[src/rtl/clk_enable_pkg.sv]
`timescale 1ns/1ps
package clk_enable_pkg;
    localparam int CPU_CW  = 10;
    localparam int BUS_CW  = 2;
    localparam int PBUS_CW = 3;
    localparam int PRE_W   = 16;
    localparam int GATE_N  = 5;
    localparam int ADDR_W  = 3;
    localparam int DATA_W  = 16;

    localparam logic [ADDR_W-1:0] A_SRC  = 3'd0;
    localparam logic [ADDR_W-1:0] A_CPU  = 3'd1;
    localparam logic [ADDR_W-1:0] A_BUS  = 3'd2;
    localparam logic [ADDR_W-1:0] A_PBUS = 3'd3;
    localparam logic [ADDR_W-1:0] A_TIM  = 3'd4;
    localparam logic [ADDR_W-1:0] A_BAUD = 3'd5;
    localparam logic [ADDR_W-1:0] A_GATE = 3'd6;
    localparam logic [ADDR_W-1:0] A_USB  = 3'd7;

    localparam logic [1:0] SRC_OSC  = 2'd0;
    localparam logic [1:0] SRC_RTC  = 2'd1;
    localparam logic [1:0] SRC_PLL  = 2'd2;
    localparam logic [1:0] USB_MST  = 2'd0;
    localparam logic [1:0] USB_HALF = 2'd1;
    localparam logic [1:0] USB_EXT  = 2'd2;

    typedef enum logic {ST_ALIGNED, ST_RUN} div_phase_e;

    function automatic logic [CPU_CW-1:0] cpu_last_f(input logic [2:0] code);
        logic [CPU_CW-1:0] r;
        case (code)
            3'd0:    r = CPU_CW'(0);
            3'd1:    r = CPU_CW'(1);
            3'd2:    r = CPU_CW'(3);
            3'd3:    r = CPU_CW'(7);
            3'd4:    r = CPU_CW'(15);
            default: r = CPU_CW'(1023);
        endcase
        return r;
    endfunction

    function automatic logic [BUS_CW-1:0] bus_last_f(input logic [1:0] code);
        logic [BUS_CW-1:0] r;
        case (code)
            2'd0:    r = BUS_CW'(0);
            2'd1:    r = BUS_CW'(1);
            default: r = BUS_CW'(3);
        endcase
        return r;
    endfunction

    function automatic logic [PBUS_CW-1:0] pbus_last_f(input logic [1:0] code);
        return PBUS_CW'((1 << code) - 1);
    endfunction
endpackage

[src/rtl/clk_rate_div.sv]
`timescale 1ns/1ps
module clk_rate_div
    import clk_enable_pkg::*;
#(
    parameter int CW = 4
) (
    input  logic          clk,
    input  logic          rst_n,
    input  logic          in_tick,
    input  logic [CW-1:0] last_i,
    output logic          out_tick
);
    div_phase_e    st_q;
    logic [CW-1:0] cnt_q;
    logic [CW-1:0] last_q;
    logic [CW-1:0] eff_last;

    // state register: ratio is latched only when a period starts
    always_ff @(posedge clk or negedge rst_n) begin
        if (!rst_n) begin
            st_q   <= ST_ALIGNED;
            cnt_q  <= '0;
            last_q <= '0;
        end else if (in_tick) begin
            unique case (st_q)
                ST_ALIGNED: begin
                    last_q <= last_i;
                    if (last_i != '0) begin
                        cnt_q <= CW'(1);
                        st_q  <= ST_RUN;
                    end
                end
                ST_RUN: begin
                    if (cnt_q == last_q) begin
                        cnt_q <= '0;
                        st_q  <= ST_ALIGNED;
                    end else begin
                        cnt_q <= cnt_q + CW'(1);
                    end
                end
            endcase
        end
    end

    // output process
    always_comb begin
        unique case (st_q)
            ST_ALIGNED: eff_last = last_i;
            ST_RUN:     eff_last = last_q;
        endcase
        out_tick = in_tick && (cnt_q == eff_last);
    end

    p_aligned_zero_r10: assert property (@(posedge clk) disable iff (!rst_n)
        (st_q == ST_ALIGNED) |-> (cnt_q == '0));
    p_cnt_in_range_r10: assert property (@(posedge clk) disable iff (!rst_n)
        (st_q == ST_RUN) |-> (cnt_q != '0 && cnt_q <= last_q));
    p_ratio_frozen_r10: assert property (@(posedge clk) disable iff (!rst_n)
        (st_q == ST_RUN) |=> $stable(last_q));
endmodule

[src/rtl/clk_enable_cfg.sv]
`timescale 1ns/1ps
module clk_enable_cfg
    import clk_enable_pkg::*;
(
    input  logic               clk,
    input  logic               rst_n,
    input  logic               we,
    input  logic [ADDR_W-1:0]  addr,
    input  logic [DATA_W-1:0]  wdata,
    output logic [1:0]         src_sel,
    output logic [CPU_CW-1:0]  cpu_last,
    output logic [BUS_CW-1:0]  bus_last,
    output logic [PBUS_CW-1:0] pbus_last,
    output logic [PRE_W-1:0]   tim_last,
    output logic [PRE_W-1:0]   baud_last,
    output logic [GATE_N-1:0]  gates,
    output logic [1:0]         usb_sel
);
    logic [2:0] cpu_code_q;
    logic [1:0] bus_code_q, pbus_code_q, src_q, usb_q;
    logic [PRE_W-1:0]  tim_q, baud_q;
    logic [GATE_N-1:0] gate_q;

    always_ff @(posedge clk or negedge rst_n) begin
        if (!rst_n) begin
            src_q       <= SRC_OSC;
            cpu_code_q  <= '0;
            bus_code_q  <= '0;
            pbus_code_q <= '0;
            tim_q       <= '0;
            baud_q      <= '0;
            gate_q      <= '0;
            usb_q       <= USB_MST;
        end else if (we) begin
            unique case (addr)
                A_SRC:  if (wdata[1:0] != 2'd3) src_q <= wdata[1:0];
                A_CPU:  if (wdata[2:0] <= 3'd5) cpu_code_q <= wdata[2:0];
                A_BUS:  if (wdata[1:0] != 2'd3) bus_code_q <= wdata[1:0];
                A_PBUS: pbus_code_q <= wdata[1:0];
                A_TIM:  tim_q <= wdata;
                A_BAUD: baud_q <= wdata;
                A_GATE: gate_q <= wdata[GATE_N-1:0];
                A_USB:  if (wdata[1:0] != 2'd3) usb_q <= wdata[1:0];
            endcase
        end
    end

    assign src_sel   = src_q;
    assign cpu_last  = cpu_last_f(cpu_code_q);
    assign bus_last  = bus_last_f(bus_code_q);
    assign pbus_last = pbus_last_f(pbus_code_q);
    assign tim_last  = tim_q;
    assign baud_last = baud_q;
    assign gates     = gate_q;
    assign usb_sel   = usb_q;

    p_src_legal_r2: assert property (@(posedge clk) disable iff (!rst_n)
        src_q != 2'd3);
    p_cpu_code_legal_r4: assert property (@(posedge clk) disable iff (!rst_n)
        cpu_code_q <= 3'd5);
    p_bus_code_legal_r5: assert property (@(posedge clk) disable iff (!rst_n)
        bus_code_q != 2'd3);
    p_usb_legal_r9: assert property (@(posedge clk) disable iff (!rst_n)
        usb_q != 2'd3);
endmodule

[src/rtl/clk_enable_ctrl.sv]
`timescale 1ns/1ps
module clk_enable_ctrl
    import clk_enable_pkg::*;
(
    input  logic              clk,
    input  logic              rst_n,
    input  logic              osc_tick,
    input  logic              rtc_tick,
    input  logic              pll_tick,
    input  logic              usb_ext_tick,
    input  logic              cfg_we,
    input  logic [ADDR_W-1:0] cfg_addr,
    input  logic [DATA_W-1:0] cfg_wdata,
    output logic              master_en,
    output logic              cpu_en,
    output logic              bus_en,
    output logic              pbus_en,
    output logic              tim_en,
    output logic              baud_en,
    output logic              usb_en
);
    localparam int N_PRE = 2;

    logic [1:0]         src_sel, usb_sel;
    logic [CPU_CW-1:0]  cpu_last;
    logic [BUS_CW-1:0]  bus_last;
    logic [PBUS_CW-1:0] pbus_last;
    logic [PRE_W-1:0]   tim_last, baud_last;
    logic [GATE_N-1:0]  gates;
    logic               master_raw, cpu_raw, bus_raw, pbus_raw, usb_raw, half_q;
    logic [PRE_W-1:0]   pre_last [N_PRE];
    logic [N_PRE-1:0]   pre_out;

    clk_enable_cfg u_cfg (
        .clk(clk), .rst_n(rst_n), .we(cfg_we), .addr(cfg_addr), .wdata(cfg_wdata),
        .src_sel(src_sel), .cpu_last(cpu_last), .bus_last(bus_last),
        .pbus_last(pbus_last), .tim_last(tim_last), .baud_last(baud_last),
        .gates(gates), .usb_sel(usb_sel)
    );

    always_comb begin
        case (src_sel)
            SRC_OSC: master_raw = osc_tick;
            SRC_RTC: master_raw = rtc_tick;
            SRC_PLL: master_raw = pll_tick;
            default: master_raw = 1'b0;
        endcase
    end

    clk_rate_div #(.CW(CPU_CW)) u_cpu (
        .clk(clk), .rst_n(rst_n), .in_tick(master_raw), .last_i(cpu_last), .out_tick(cpu_raw));
    clk_rate_div #(.CW(BUS_CW)) u_bus (
        .clk(clk), .rst_n(rst_n), .in_tick(cpu_raw), .last_i(bus_last), .out_tick(bus_raw));
    clk_rate_div #(.CW(PBUS_CW)) u_pbus (
        .clk(clk), .rst_n(rst_n), .in_tick(bus_raw), .last_i(pbus_last), .out_tick(pbus_raw));

    assign pre_last[0] = tim_last;
    assign pre_last[1] = baud_last;

    for (genvar g = 0; g < N_PRE; g++) begin : g_pre
        clk_rate_div #(.CW(PRE_W)) u_pre (
            .clk(clk), .rst_n(rst_n), .in_tick(pbus_raw), .last_i(pre_last[g]),
            .out_tick(pre_out[g]));
    end

    always_ff @(posedge clk or negedge rst_n) begin
        if (!rst_n)          half_q <= 1'b0;
        else if (master_raw) half_q <= ~half_q;
    end

    always_comb begin
        case (usb_sel)
            USB_MST:  usb_raw = master_raw;
            USB_HALF: usb_raw = master_raw & half_q;
            USB_EXT:  usb_raw = usb_ext_tick;
            default:  usb_raw = 1'b0;
        endcase
    end

    assign master_en = master_raw;
    assign cpu_en    = cpu_raw;
    assign bus_en    = bus_raw    & gates[0];
    assign pbus_en   = pbus_raw   & gates[1];
    assign tim_en    = pre_out[0] & gates[2];
    assign baud_en   = pre_out[1] & gates[3];
    assign usb_en    = usb_raw    & gates[4];

    p_cpu_sub_master_r3: assert property (@(posedge clk) disable iff (!rst_n)
        cpu_raw |-> master_raw);
    p_bus_sub_cpu_r5: assert property (@(posedge clk) disable iff (!rst_n)
        bus_raw |-> cpu_raw);
    p_pbus_sub_bus_r6: assert property (@(posedge clk) disable iff (!rst_n)
        pbus_raw |-> bus_raw);
    p_pre_sub_pbus_r7: assert property (@(posedge clk) disable iff (!rst_n)
        (pre_out != '0) |-> pbus_raw);
    p_usb_half_sub_r9: assert property (@(posedge clk) disable iff (!rst_n)
        (usb_sel == USB_HALF && usb_raw) |-> master_raw);
endmodule

[config.mk]
export PLATFORM = sky130hd
export DESIGN_NAME = clk_enable_ctrl
export DESIGN_NICKNAME = d
export VERILOG_FILES = /design/src/rtl/clk_enable_pkg.sv /design/src/rtl/clk_rate_div.sv /design/src/rtl/clk_enable_cfg.sv /design/src/rtl/clk_enable_ctrl.sv
export SDC_FILE = /design/constraint.sdc
export NUM_CORES = 1
export LEC_CHECK = 0
export ABC_AREA = 1
export ABC_CLOCK_PERIOD_IN_PS = 4300
export BUFFER_PORTS_ARGS = -buffer_cell sky130_fd_sc_hd__buf_2
export CAP_MARGIN = 10
export CORE_MARGIN = 5
export CORE_UTILIZATION = 55
export CTS_CLUSTER_DIAMETER = 200
export CTS_CLUSTER_SIZE = 24
export DETAILED_ROUTE_END_ITERATION = 8
export PLACE_DENSITY = 0.76
export SLEW_MARGIN = 20
export SYNTH_ARGS = -nofsm -noshare
export SYNTH_HDL_FRONTEND = slang
export SYNTH_HIERARCHICAL = 1
export SYNTH_SLANG_ARGS = --single-unit
[constraint.sdc]
create_clock -name clk -period 4.3 [get_ports clk]
set_input_delay 0 -clock clk [delete_from_list [all_inputs] [get_ports clk]]
set_output_delay 0 -clock clk [all_outputs]
set_load 0.005 [all_outputs]
Word-level counts from Yosys, hierarchy flattened
Cells that the tools add are included.
{"block": "totals", "regBits": 148, "inputBits": 26, "elab_cells": 148}
{"block": "classes", "add_sub_neg": 6, "magnitude_cmp": 1, "eq_ne": 32, "shifts": 1, "muxes": 39, "bitwise_logic": 12, "reduce_logical": 33}
{"cell": "$pmux W16 S2", "count": 4}
{"cell": "$eq A16 B16 Y1", "count": 4}
{"cell": "$mux W16", "count": 4}
{"cell": "$pmux W10 S5", "count": 1}
{"cell": "$pmux W10 S2", "count": 2}
{"cell": "$add A16 B1 Y16 const B", "count": 2}
{"cell": "$reduce_bool A16 Y1", "count": 2}
{"cell": "$reduce_and A2 Y1", "count": 14}
{"cell": "$eq A10 B10 Y1", "count": 2}
{"cell": "$mux W10", "count": 2}
{"cell": "$eq A3 B3 Y1 const B", "count": 5}
{"cell": "$eq A3 B2 Y1 const B", "count": 4}
{"cell": "$pmux W2 S2", "count": 3}
{"cell": "$pmux W3 S2", "count": 2}
{"cell": "$reduce_and A3 Y1", "count": 4}
{"cell": "$add A10 B1 Y10 const B", "count": 1}
{"cell": "$mux W1", "count": 10}
{"cell": "$ne A2 B1 Y1 const B", "count": 5}
{"cell": "$pmux W1 S2", "count": 5}
{"cell": "$reduce_bool A10 Y1", "count": 1}
{"cell": "$and A1 B1 Y1", "count": 6}
{"cell": "$eq A2 B1 Y1 const B", "count": 3}
{"cell": "$eq A3 B1 Y1 const B", "count": 2}
{"cell": "$eq A3 B3 Y1", "count": 2}
{"cell": "other kinds (17)", "count": 34}

Logic depth before layout (Yosys ltp)
{"block": "depth", "ltp_word": 9, "mapped_depth": 22}

By module
Netlist, hierarchy kept.
{"mod": "clk_rate_div at g_pre[0].u_pre ...", "n_inst": 2, "cells_per_inst": 414, "area_each_um2": 2541.2, "seq_area_each_um2": 825.8}
{"mod": "clk_enable_cfg", "n_inst": 1, "cells_per_inst": 222, "area_each_um2": 2034.5, "seq_area_each_um2": 1201.2}
{"mod": "clk_rate_div at u_cpu", "n_inst": 1, "cells_per_inst": 240, "area_each_um2": 1577.8, "seq_area_each_um2": 525.5}
{"mod": "clk_rate_div at u_pbus", "n_inst": 1, "cells_per_inst": 65, "area_each_um2": 467.9, "seq_area_each_um2": 175.2}
{"mod": "clk_rate_div at u_bus", "n_inst": 1, "cells_per_inst": 50, "area_each_um2": 316.6, "seq_area_each_um2": 125.1}
{"mod": "clk_enable_ctrl", "n_inst": 1, "cells_per_inst": 24, "area_each_um2": 137.6, "seq_area_each_um2": 25.0}

Least setup slack after synthesis
OpenSTA, ideal clock, no wires.
{"block": "synth_path", "path_type": "reg-to-reg", "from": "reg u_cfg.cpu_code_q[1]", "to": "reg g_pre[0].u_pre.last_q[3]", "setup_ps": 132, "arrival_time_ps": 3249, "required_time_ps": 4168, "slack_ps": 919, "path_stages_with_launch": 20, "period_less_slack_ps": 3381, "cell_sequence": "dfrtp_1 > nor2_1 > nor2_1 > buf_4 > inv_1 > o21ai_0 > or2_2 > a21oi_1 > nand3b_1 > nor2_1 > nand3_1 > nor2_1 > inv_2 > a21oi_1 > nand2_1 > nor2_1 > nand2_1 > clkbuf_1 > nand2_1 > o21ai_0"}
{"block": "synth_between", "elab_chain_cells": 8, "word_cells_on_any_way": 12}
{"item": "from (decl)", "line_no": "clk_enable_cfg.sv:19", "rtl": "logic [2:0] cpu_code_q;"}
{"item": "from (signal assigned)", "line_no": "clk_enable_cfg.sv:37", "rtl": "A_CPU: if (wdata[2:0] <= 3'd5) cpu_code_q <= wdata[2:0];"}
{"item": "$eq A3 B3 Y1, or another cell as far along", "line_no": "clk_enable_pkg.sv:31", "rtl": "case (code)"}
{"item": "$pmux W10 S5 *", "line_no": "clk_enable_pkg.sv:31"}
{"item": "via cpu_last[4]", "line_no": "clk_enable_ctrl.sv:25", "rtl": "logic [CPU_CW-1:0] cpu_last;"}
{"item": "$pmux W10 S2 *", "line_no": "clk_rate_div.sv:47", "rtl": "unique case (st_q)"}
{"item": "$eq A10 B10 Y1 *", "line_no": "clk_rate_div.sv:51", "rtl": "out_tick = in_tick && (cnt_q == eff_last);"}
{"item": "$logic_and A1 B1 Y1 *", "line_no": "clk_rate_div.sv:51"}
{"item": "via cpu_en", "line_no": "clk_enable_ctrl.sv:15", "rtl": "output logic cpu_en,"}
{"item": "$logic_and A1 B1 Y1 *", "line_no": "clk_rate_div.sv:51"}
{"item": "via bus_raw", "line_no": "clk_enable_ctrl.sv:30", "rtl": "logic master_raw, cpu_raw, bus_raw, pbus_raw, usb_raw, half_q;"}
{"item": "$logic_and A1 B1 Y1 *", "line_no": "clk_rate_div.sv:51"}
{"item": "via pbus_raw", "line_no": "clk_enable_ctrl.sv:30"}
{"item": "$reduce_and A2 Y1 (no line) *"}
{"item": "to (signal assigned)", "line_no": "clk_rate_div.sv:27", "rtl": "last_q <= last_i;"}
{"item": "to (decl)", "line_no": "clk_rate_div.sv:15", "rtl": "logic [CW-1:0] last_q;"}
Mark *: on every way through the listed nets, which the timed path passes. The rest lies on a longest branch.
A chain may end at the register's enable or synchronous reset.

Worst setup path in the final report
{"block": "layout_path", "from": "reg u_cfg.cpu_code_q[2]", "to": "out baud_en"}
{"block": "layout_between", "elab_chain_cells": 9, "word_cells_on_any_way": 13}
{"item": "$eq A3 B3 Y1, or another cell as far along", "line_no": "clk_enable_pkg.sv:31"}
{"item": "$pmux W10 S5 *", "line_no": "clk_enable_pkg.sv:31"}
{"item": "via cpu_last[4]", "line_no": "clk_enable_ctrl.sv:25"}
{"item": "$pmux W10 S2 *", "line_no": "clk_rate_div.sv:47"}
{"item": "$eq A10 B10 Y1 *", "line_no": "clk_rate_div.sv:51"}
{"item": "$logic_and A1 B1 Y1 * (2 in a row)", "line_no": "clk_rate_div.sv:51"}
{"item": "via bus_raw", "line_no": "clk_enable_ctrl.sv:30"}
{"item": "$logic_and A1 B1 Y1 *", "line_no": "clk_rate_div.sv:51"}
{"item": "via pbus_raw", "line_no": "clk_enable_ctrl.sv:30"}
{"item": "$logic_and A1 B1 Y1 *", "line_no": "clk_rate_div.sv:51"}
{"item": "via pre_out[1]", "line_no": "clk_enable_ctrl.sv:32", "rtl": "logic [N_PRE-1:0] pre_out;"}
{"item": "$and A1 B1 Y1 *", "line_no": "clk_enable_ctrl.sv:85", "rtl": "assign baud_en = pre_out[1] & gates[3];"}
{"item": "to (decl)", "line_no": "clk_enable_ctrl.sv:19", "rtl": "output logic baud_en,"}
Marked as above.

==> impl.org <==
** Place
- Number of buffer cells added on primary ports :: 32
- The congestion estimate from routability-driven global placement came to 0.906.
- Summed over all nets, the half-perimeter wirelength after detailed placement is 15900 um.

** GRT
- The first global-routing pass estimated 38500 um of wire.
- Maximum number of pins on one net before global-route repair :: 56
- The number of antenna violations at the first check in global routing was 0.
- Number of global-route vias before repair :: 8129
- Global routing finished with a remaining overflow of 0.
- Overall fraction of global-route tracks in use :: 23.2%

** Finish
- Antenna diodes :: 0
- Post-synthesis to final-layout area growth :: 9.12%
- Once layout is complete, the utilization of the core stands at 60.9%.
- The final layout contains 1479 nets.
- In the final layout, the share of cells above drive strength 1 is 10.7%.

** Die
- Total die area :: 20200 um2
- Width of the die :: 142 um
- For this configuration, the core starts out at a cell density of 55.8%.
- In this run the core area contains 48 standard-cell rows.
- Core Area :: 17200 um2
- 33 I/O pins were placed.
- Die H :: 142 um

** Clock network
- The later pin in the worst-skew pair is clocked with a latency of 0.42 ns.
- In this run the clock root is driven by a sky130_fd_sc_hd__clkbuf_16.
- The clock passes through at most 2 buffers.
- Number of buffers added for setup after CTS :: 0
- TritonCTS Sinks :: 148
- Clock buffer count from CTS :: 17
- Clock tree from TritonCTS :: done
- The H-tree generated during clock tree synthesis spans 4 levels.
- Clock transition at the registers of the reported paths :: 0.06 ns

** Critical path
- Max Fanout on Critical Path :: 13
- Slowest library cell on the worst path :: sky130_fd_sc_hd__dfrtp_1
- The worst register-to-register path begins at u_cfg/cpu_code_q[2]$_DFFE_PN0P_.
- Logic depth of the worst register-to-register path :: 19
- The worst setup path is captured at an output pin.
- Data arrives at the worst endpoint at 3.88 ns.
- Together, buffers and inverters on the worst path number 6.
- Crit Path Class :: register to output pin
- On the worst path, the slowest cell contributes a delay of 0.38 ns.
- The kind of cell with the highest combined delay along the critical path is simple AND/OR/NAND/NOR gates.
- Data required time at the worst endpoint :: 4.30 ns
- Minimum setup slack among reg-to-reg paths :: 0.60 ns
- The worst setup path is launched from a register.
- By instance count, the cell type seen most on the critical path is sky130_fd_sc_hd__nor2_1.
- The endpoint identified for the worst register-to-register timing path is g_pre[0].u_pre/cnt_q[1]$_DFFE_PN0P_.
- Walking the worst path, the cells encountered are inv_1 > nor2_2 > inv_1 > o21ai_0 > o22ai_1 > nor2_1 > nand3_1 > nor2_2 > nand3_1 > nor2_1 > inv_2 > a21oi_1 > nand2_1 > nor2_1 > buf_4 > nand4_1 > nor2_1 > nand3_1 > nor2_1 > nand2_1 > inv_1 > buf_2.

** Timing
- The clock period could shrink to 3.88 ns.
- Setup repair after global routing left no endpoint under its margin.
- Sum of negative setup slack :: 0 ns
- The worst path uses 90.3% of the clock period.
- Count of final hold-check violations :: 0
- Total of endpoints with negative setup slack in the final report :: 0
- Measured against its own limit, the worst slew margin works out to 54.2%.
- Number of pins with negative max-slew slack in the final report :: 0
- Slew @ Worst Pin :: 0.685 ns
- Static timing analysis puts the maximum clock frequency at 257 MHz.
- For the final database, setup skew stands at 0.00986 ns.

** Synthesis
- Area share of the largest cell type after synthesis :: 38.5%
- Yosys mapped the design onto 35 distinct sky130hd cell types.
- Largest cells by area after synthesis :: sky130_fd_sc_hd__dfrtp_1 (39%), sky130_fd_sc_hd__nand2_1 (21%), sky130_fd_sc_hd__inv_1 (6.5%)
- Yosys mapped a number of flops with a built-in enable equal to 0.
- The most used flip-flop cell after synthesis is sky130_fd_sc_hd__dfrtp_1.
- Dominant cell type by area after synthesis :: sky130_fd_sc_hd__dfrtp_1
- Flip-flop and latch count after synthesis :: 148
- A synthesized cell averages 6.73 um2.
- Most frequently used cell type in the post-synthesis netlist :: sky130_fd_sc_hd__nand2_1
- Mapped Cells :: 1429
- Counting instances in the post-synthesis netlist gives the leading cell types as sky130_fd_sc_hd__nand2_1 (540), sky130_fd_sc_hd__inv_1 (167), sky130_fd_sc_hd__dfrtp_1 (148).
- Counting every net in the synthesized netlist gives 1459.
- The mapped netlist covers 9620 um2.
- Fraction of registers with async set or reset after synthesis :: 100%
- Yosys printed 6 warnings.
- For this run, the register share of the synthesized area comes to 38.5%.

** Pwr
- VDD sags by at most 0.000316 V.
- Static leakage :: 5.42 nW
- Power density of the placed cells :: 392 nW/um2

** Routing
- Once detail routing completed, the nets flagged for antenna violations numbered 0.
- Per-cell routed wire length :: 13.4 um
- For this block, the via count after detailed routing is 8826.
- The first detailed-routing pass took 5 iterations.
- In the routed design, unresolved DRC markers number 0.
- Post-DR vias/cell :: 5.23
- The final layout contains routed wiring with a total length of 22700 um.
- DRC marker count from the first detailed-route iteration :: 595

** Status
- Run status :: completed

** Worst hold path
- The min-delay analysis places its worst path in the category input port to async pin.

** Job
- Max-cap viol count :: 0
flip-flops by register name, indices dropped and copies added (netlist names), 2 cells and up:
name	count
u_cfg/tim_last	16
g_pre.u_pre/cnt_q	32
u_cfg/usb_sel	2
u_pbus/cnt_q	3
u_cfg/gates	5
u_cpu/last_q	10
g_pre.u_pre/last_q	32
u_cfg/bus_code_q	2
u_pbus/last_q	3
g_pre.u_pre/st_q	2
u_cpu/cnt_q	10
u_bus/last_q	2
u_cfg/src_sel	2
u_bus/cnt_q	2
u_cfg/cpu_code_q	3
u_cfg/pbus_code_q	2
u_cfg/baud_last	16
routing by layer:
metal | up-vias | routed length (um) | global-route usage (%)
li1 | 4507 | - | -
met1 | 4043 | 10600 | 32.1
met2 | 260 | 10600 | 37.5
met3 | 16 | 1370 | 4.91
met4 | 0 | 174 | 5.66
met5 | - | 0 | 0
through the flow:
stage               setup WS, ns  power (W)  hold WS, ns  area (um2)  instances
detailed placement         0.356    0.00269     -0.00193        9680       1630
global placement           0.537    0.00267     -0.00132        9680       1630
floorplan                  0.919    0.00249       -0.296        9620       1429
finish                     0.415    0.00411        0.112       10500       1687
global route              0.0123    0.00438        0.172       10500       1687
CTS                        0.106    0.00413        0.109       10500       1687
layout make-up:
class	count	area (um2)
Sequential cell	148	3700
Clock buffer	20	457
Inverter	191	717
Multi-Input combinational cell	1027	4760
Timing Repair Buffer	64	469
Clock inverter	12	104
Tap cell	225	282
Fill cell	1570	6740
cell families after synthesis:
| kind of cell | Yosys count | share of synthesized area, % |
|---|---|---|
| fa+ha+maj | 4 | 0.520 |
| buf+inv | 254 | 12.0 |
| compound gates | 170 | 10.3 |
| flops | 148 | 38.5 |
| simple gates | 821 | 35.7 |
| xor+xnor | 32 | 2.91 |
power by group:
group | internal [W] | switching [W] | total [W]
sequential | 0.00157 | 0.000224 | 0.00180
clock | 0.000825 | 0.000596 | 0.00142
combinational | 0.000337 | 0.000553 | 0.000890
repair_timing:
action,CTS,global route
endpoints found under the hold margin,93,0
hold buffers,25,0
gates resized for setup,0,3
endpoints found under the setup margin,0,13
worst max-delay path by stage:
stage	startpoint	end	slack, ns	cells after the start
after CTS	u_cfg/cpu_code_q[2]$_DFFE_PN0P_	baud_en	0.11	22
after detailed placement	u_cfg/cpu_code_q[2]$_DFFE_PN0P_	g_pre[0].u_pre/cnt_q[1]$_DFFE_PN0P_	0.36	19
after global routing	u_cfg/cpu_code_q[2]$_DFFE_PN0P_	tim_en	0.01	22
final	u_cfg/cpu_code_q[2]$_DFFE_PN0P_	baud_en	0.42	22
after global placement	u_cfg/cpu_code_q[2]$_DFFE_PN0P_	g_pre[1].u_pre/cnt_q[1]$_DFFE_PN0P_	0.54	19
after floorplan	u_cfg/cpu_code_q[1]$_DFFE_PN0P_	g_pre[0].u_pre/last_q[3]$_DFFE_PN0P_	0.92	19
cell usage in the layout, fill, tap and decap left out, types with 2 or more instances in the layout:
cell type	n
sky130_fd_sc_hd__o211ai_1	10
sky130_fd_sc_hd__dfrtp_1	147
sky130_fd_sc_hd__o22ai_1	5
sky130_fd_sc_hd__inv_6	2
sky130_fd_sc_hd__and2_1	2
sky130_fd_sc_hd__nor3_1	4
sky130_fd_sc_hd__nand3_1	67
sky130_fd_sc_hd__a21oi_1	20
sky130_fd_sc_hd__or2_2	5
sky130_fd_sc_hd__o21ai_2	14
sky130_fd_sc_hd__clkinvlp_4	3
sky130_fd_sc_hd__inv_2	24
sky130_fd_sc_hd__inv_1	167
sky130_fd_sc_hd__a21oi_2	8
sky130_fd_sc_hd__o21ai_0	80
sky130_fd_sc_hd__nor2_2	14
sky130_fd_sc_hd__nand4_1	60
sky130_fd_sc_hd__clkbuf_8	2
sky130_fd_sc_hd__buf_4	7
sky130_fd_sc_hd__nor3_2	2
sky130_fd_sc_hd__ha_1	4
sky130_fd_sc_hd__nor2_1	109
sky130_fd_sc_hd__clkinv_2	5
sky130_fd_sc_hd__xor2_1	31
sky130_fd_sc_hd__clkbuf_16	17
sky130_fd_sc_hd__nand3b_1	2
sky130_fd_sc_hd__nand2_2	14
sky130_fd_sc_hd__o21ai_1	29
sky130_fd_sc_hd__buf_2	31
sky130_fd_sc_hd__nand2_1	540
sky130_fd_sc_hd__dlygate4sd3_1	25
(Power assumes the default switching activity.)
